$ cat src/rtl/tc_unit.sv
module tc_unit #(
  parameter int W     = 16,
  parameter int PRE_W = 10
) (
  input  logic         clk,
  input  logic         rst_n,
  input  logic         ext_pin,
  input  logic         wide,
  input  logic         top_cmp,
  input  logic [2:0]   clk_sel,
  input  logic [W-1:0] cmp_val,
  input  logic         cnt_wr,
  input  logic [W-1:0] cnt_wdata,
  input  logic         ovf_clr,
  output logic [W-1:0] count,
  output logic         ovf_flag
);
  localparam int HW = W / 2;
  localparam logic [W-1:0] LO_MASK = {{(W-HW){1'b0}}, {HW{1'b1}}};

  logic [PRE_W-1:0] pre_q;
  logic [2:0]       sync_q;
  logic [W-1:0]     cnt_q;
  logic             ovf_q;
  logic             tick, ext_rise, ext_fall, at_end;
  logic [W-1:0]     mask, top, full;

  always_ff @(posedge clk or negedge rst_n)
    if (!rst_n) begin
      pre_q  <= '0;
      sync_q <= '0;
    end else begin
      pre_q  <= pre_q + 1'b1;
      sync_q <= {sync_q[1:0], ext_pin};
    end

  assign ext_rise = sync_q[1] & ~sync_q[2];
  assign ext_fall = ~sync_q[1] & sync_q[2];

  always_comb
    case (clk_sel)
      3'd1:    tick = 1'b1;
      3'd2:    tick = &pre_q[2:0];
      3'd3:    tick = &pre_q[5:0];
      3'd4:    tick = &pre_q[7:0];
      3'd5:    tick = &pre_q[9:0];
      3'd6:    tick = ext_fall;
      3'd7:    tick = ext_rise;
      default: tick = 1'b0;
    endcase

  assign mask   = wide ? '1 : LO_MASK;
  assign full   = mask;
  assign top    = top_cmp ? (cmp_val & mask) : full;
  assign count  = cnt_q & mask;
  assign at_end = (count == top) || (count == full);

  always_ff @(posedge clk or negedge rst_n)
    if (!rst_n) begin
      cnt_q <= '0;
      ovf_q <= 1'b0;
    end else begin
      if (cnt_wr)
        cnt_q <= cnt_wdata & mask;
      else if (tick)
        cnt_q <= at_end ? '0 : (count + 1'b1);
      if (!cnt_wr && tick && at_end)
        ovf_q <= 1'b1;
      else if (ovf_clr)
        ovf_q <= 1'b0;
    end

  assign ovf_flag = ovf_q;
endmodule

$ cat config.mk
export PLATFORM = sky130hd
export DESIGN_NAME = tc_unit
export DESIGN_NICKNAME = d
export VERILOG_FILES = /design/src/rtl/tc_unit.sv
export SDC_FILE = /design/constraint.sdc
export NUM_CORES = 1
export LEC_CHECK = 0
export ABC_AREA = 0
export CAP_MARGIN = 20
export CORE_MARGIN = 1
export CORE_UTILIZATION = 55
export CTS_BUF_LIST = sky130_fd_sc_hd__clkbuf_2 sky130_fd_sc_hd__clkbuf_4 sky130_fd_sc_hd__clkbuf_8
export CTS_CLUSTER_SIZE = 10
export DETAILED_ROUTE_END_ITERATION = 8
export GPL_TIMING_DRIVEN = 0
export PLACE_DENSITY = 0.95
export RECOVER_POWER = 100
export SLEW_MARGIN = 20
export SYNTH_ARGS = -nofsm -noshare
export SYNTH_HDL_FRONTEND = slang
export SYNTH_SLANG_ARGS = --single-unit
export TNS_END_PERCENT = 50
$ cat constraint.sdc
create_clock -name clk -period 3.1 [get_ports clk]
set_input_delay 0.93 -clock clk [delete_from_list [all_inputs] [get_ports clk]]
set_output_delay 0.93 -clock clk [all_outputs]
set_load 0.03 [all_outputs]
# == Word-level counts from Yosys, hierarchy flattened ==
# Index checks and enable logic that the tools add are counted.
# classes
n_addsub,2
eq_ne,9
muxes,8
n_bitwise,7
reduce_logical,10
# ops
cell,count
16-bit 2-to-1 mux,5
16-bit AND,3
16-bit equality test,2
16-bit by 1-bit adder with 16-bit output (second input constant),1
3-bit equality test (second input constant),4
10-bit by 1-bit adder with 10-bit output (second input constant),1
10-bit AND reduction,1
8-bit AND reduction,1
1-bit case mux with 7 select lines,1
3-bit by 2-bit equality test with 1-bit output (second input constant),2
6-bit AND reduction,1
2-bit nonzero test,2
3-bit by 1-bit equality test with 1-bit output (second input constant),1
3-bit AND reduction,1
1-bit AND,2
1-bit logical AND,2
1-bit 2-to-1 mux,2
1-bit inverter,2
1-bit logical NOT,1
1-bit logical OR,1
# word_totals
reg_bits,30
output_inout_bits,17

# == Depth between registers and ports, before layout ==
# logic_depth
depth_word,8
depth_mapped,9
mapped_depth_nobuf,8

# == Worst setup path after synthesis ==
# No wires, ideal clock.
# synth_path
path_type,input to output
start,in wide
end,out count[11]
arrival_ns,1.802
slack_ns,0.368
stages,3
n_path_buf,1
path_cell_list,clkbuf_1 > inv_1 > nor2_1
# synth_via
elab_chain_len,2
# synth_lines
element,line_no,source
from (decl),8,"input logic wide,"
16-bit 2-to-1 mux,52,assign mask = wide ? '1 : LO_MASK;
16-bit AND,55,assign count = cnt_q & mask;
to (decl),15,"output logic [W-1:0] count,"
# No other way between the ends.

# == Worst setup path in the final report ==
# layout_path
start,in wide
end,out count[9]
# Same word-level chain as after synthesis.

==> impl_metrics.env <==
export IMPL_antenna_found_initial=0
export IMPL_hold_path_class="flip-flop to flip-flop"
export IMPL_ys_warn_count=0
export IMPL_total_power_mw=1.13
export IMPL_drive_gt1_share_pct=10.5
export IMPL_ys_ff_latch=30
export IMPL_worstPathRequired_ns=2.17
export IMPL_io_buffers=57
export IMPL_synth_ff_type="dfrtp_1"
export IMPL_grt_pass1_vias=2175
export IMPL_hold_end="sync_q[1]"
export IMPL_r2r_cells=8
export IMPL_leakage_nw=1.20
export IMPL_ctsHoldBuffers=0
export IMPL_cts_tree="built"
export IMPL_relSlewSlack_pct=-10.5
export IMPL_cts_reportedPaths_clkPinSlew_ns=0.06
export IMPL_hold_start="sync_q[0]"
export IMPL_synth_cell_type_count=56
export IMPL_synth_cells=260
export IMPL_clock_sinks=30
export IMPL_final_hold_violation_count=0
export IMPL_fin_crit_ns=3.01
export IMPL_wl_mm=6.23
export IMPL_grt_max_degree=31
export IMPL_seq_area_frac_synth_pct=32.5
export IMPL_setup_ws_ns=0.0850
export IMPL_worstPathArrival_ns=2.08
export IMPL_start_util_pct=57.3
export IMPL_rrSetupSlack_ns=0.53
export IMPL_coreArea_um2=4030
export IMPL_drtAntennaViolNets=0
export IMPL_tightest_slew_ns=1.66
export IMPL_drtPass1Iterations=5
export IMPL_clk_latency_ns=0.29
export IMPL_wire_per_inst_um=16.6
export IMPL_syn_to_final_growth_pct=30.3
export IMPL_die_area_um2=4460
export IMPL_antennaDiodeCount=0
export IMPL_drt_iter0_drc=220
export IMPL_synth_nets=305
export IMPL_synth_area_um2=2310
export IMPL_whs_path_depth=0
export IMPL_syn_avg_cell_area_um2=8.88
export IMPL_io_pins=59
export IMPL_worstSetupEndpointType="output pin"
export IMPL_root_buffer="clkbuf_8"
export IMPL_num_rows=23
export IMPL_die_width_um=66.8
export IMPL_drc=0
export IMPL_cp_max_fo=10
export IMPL_pre_cts_slack_ns=-0.330
export IMPL_slew_violations=31
export IMPL_power_density_nw_per_um2=377
export IMPL_setup_viol_count_final=0
export IMPL_grt_ovfl_total=0
export IMPL_clock_skew_ns=0.0101
export IMPL_stdcell_count=374
export IMPL_r2r_start="cnt_q[1]"
export IMPL_drv_cap=1
export IMPL_grt_pass1_wl_mm=9.96
export IMPL_run_status="finished with violations"
export IMPL_die_y_um=66.8
export IMPL_cts_buffers=5
export IMPL_fin_nets=369
export IMPL_fmax_ghz=0.332
export IMPL_startpoint_type="input pin"
export IMPL_htreeDepth=2
export IMPL_avgViaCountPerCell=6.34
export IMPL_ir_worst_vdd_v=0.000381
export IMPL_async_flop_share_pct=100
export IMPL_synth_edf_count=0
export IMPL_setup_tns_final_ns=0
export IMPL_violations="max-capacitance violations, max-slew violations"
export IMPL_rr_endpoint="cnt_q[9]"
export IMPL_layout_worst_path_cycle_share_pct=97.3
export IMPL_routed_via_count=2371
export IMPL_place_hpwl_mm=4.48
export IMPL_grt_use_total_pct=29.6
export IMPL_rsz0062_at_grt="false"
export IMPL_gp_congestion=0.905
export IMPL_clock_path_buffers=2
export IMPL_dp_cells=367
export IMPL_path_class="input pin to output pin"
cell type report:
cell class	instances	area (um2)
flip-flops and latches	30	751
well taps	50	62.6
clock inverters	2	10.0
repair buffers	57	556
multi-input cells	195	1380
fillers	281	1020
plain buffers	24	144
inverters	11	41.3
clock buffers	5	68.8
repair_timing:
item	4_1_cts	5_1_grt
gates resized for setup	4	3
pin swaps	0	0
setup buffers	0	0
setup endpoints to repair	7	6
hold endpoints to repair	0	0
kinds of logic (layout without fill, tap and decap cells):
logic type / after synthesis / after routing / synth area share (%)
simple gates: 112 / 112 / 27.6
compound gates: 62 / 62 / 23.6
buf+inv: 35 / 99 / 7.85
flops: 30 / 30 / 32.5
xor+xnor: 17 / 17 / 6.45
fa+ha+maj: 3 / 3 / 1.63
mux: 1 / 1 / 0.433
power by group:
part / leakage [nW] / total (mW) / internal, mW / switching [mW]
Clock: 0.0438 / 0.302 / 0.150 / 0.152
Sequential: 0.372 / 0.453 / 0.417 / 0.0359
Combinational: 0.781 / 0.378 / 0.176 / 0.202
Total: 1.20 / 1.13 / 0.743 / 0.390
flip-flops by register name (all words and copies together), names as in the netlist:
register and count:
pre_q 10, ovf_flag 1, cnt_q 16, sync_q 3
worst max path at each step:
stage / start / slack, ns / depth (start not counted) / to
final: wide / 0.09 / 3 / count[9]
after global routing: top_cmp / 0.02 / 8 / cnt_q[12]
after CTS: wide / 0.03 / 4 / count[14]
after detailed placement: wide / -0.33 / 4 / count[15]
after global placement: wide / -0.29 / 4 / count[15]
after floorplan: wide / 0.37 / 3 / count[11]
metal layers:
| metal | vias to the layer above | routed length, um | track usage (%) |
|---|---|---|---|
| met5 | - | 0 | 0 |
| met4 | 0 | 153 | 10.4 |
| met3 | 20 | 454 | 6.51 |
| met2 | 135 | 3030 | 49.4 |
| met1 | 1109 | 2590 | 37.4 |
| li1 | 1107 | - | - |
per-stage QoR:
step	util [%]	instance area (um2)	hold WS [ns]
after floorplan	-	2310	0.331
after global placement	73.0	2940	0.332
after detailed placement	72.9	2940	0.347
after CTS	74.9	3020	0.362
after global routing	74.7	3010	0.381
final	74.7	3010	0.357
layout by cell type, fill, tap and decap left out, types with 5 or more instances in the layout:
cell,Yosys,routed
nor2_1,9,9
nand3_1,22,22
nor2b_1,11,11
clkbuf_1,10,9
clkbuf_8,0,5
a32oi_1,8,8
nor3_1,5,5
nand4_1,12,12
clkdlybuf4s50_1,0,40
dlygate4sd3_1,0,13
a21oi_1,7,7
dfrtp_1,30,30
nand2_1,22,22
o21ai_0,2,5
nor3b_1,5,5
inv_1,11,11
xnor2_1,12,12
buf_4,8,8
xor2_1,5,5
worst max-delay path, cell delays in order:
cell           delay, ns
clkbuf_2            0.20
and2_1              0.20
dlygate4sd3_1       0.75
synthesized netlist by cell type (4+ instances only):
master | instances | area [um2]
nand4_1 | 12 | 75.1
nor3_1 | 5 | 25.0
nand2_1 | 22 | 82.6
o21ai_1 | 5 | 25.0
nand3_1 | 22 | 110
nor4bb_1 | 4 | 40.0
xnor2_1 | 12 | 105
nor2b_1 | 11 | 68.8
o211ai_1 | 4 | 30.0
buf_4 | 8 | 60.1
a2bb2oi_1 | 4 | 35.0
nor3b_1 | 5 | 37.5
a21bo_2 | 4 | 40.0
clkbuf_1 | 10 | 37.5
dfrtp_1 | 30 | 751
a32oi_1 | 8 | 70.1
inv_1 | 11 | 41.3
and3_1 | 4 | 25.0
xor2_1 | 5 | 43.8
nor2_1 | 9 | 33.8
a21oi_1 | 7 | 35.0
Note: power is estimated with default switching activity, not from simulation.
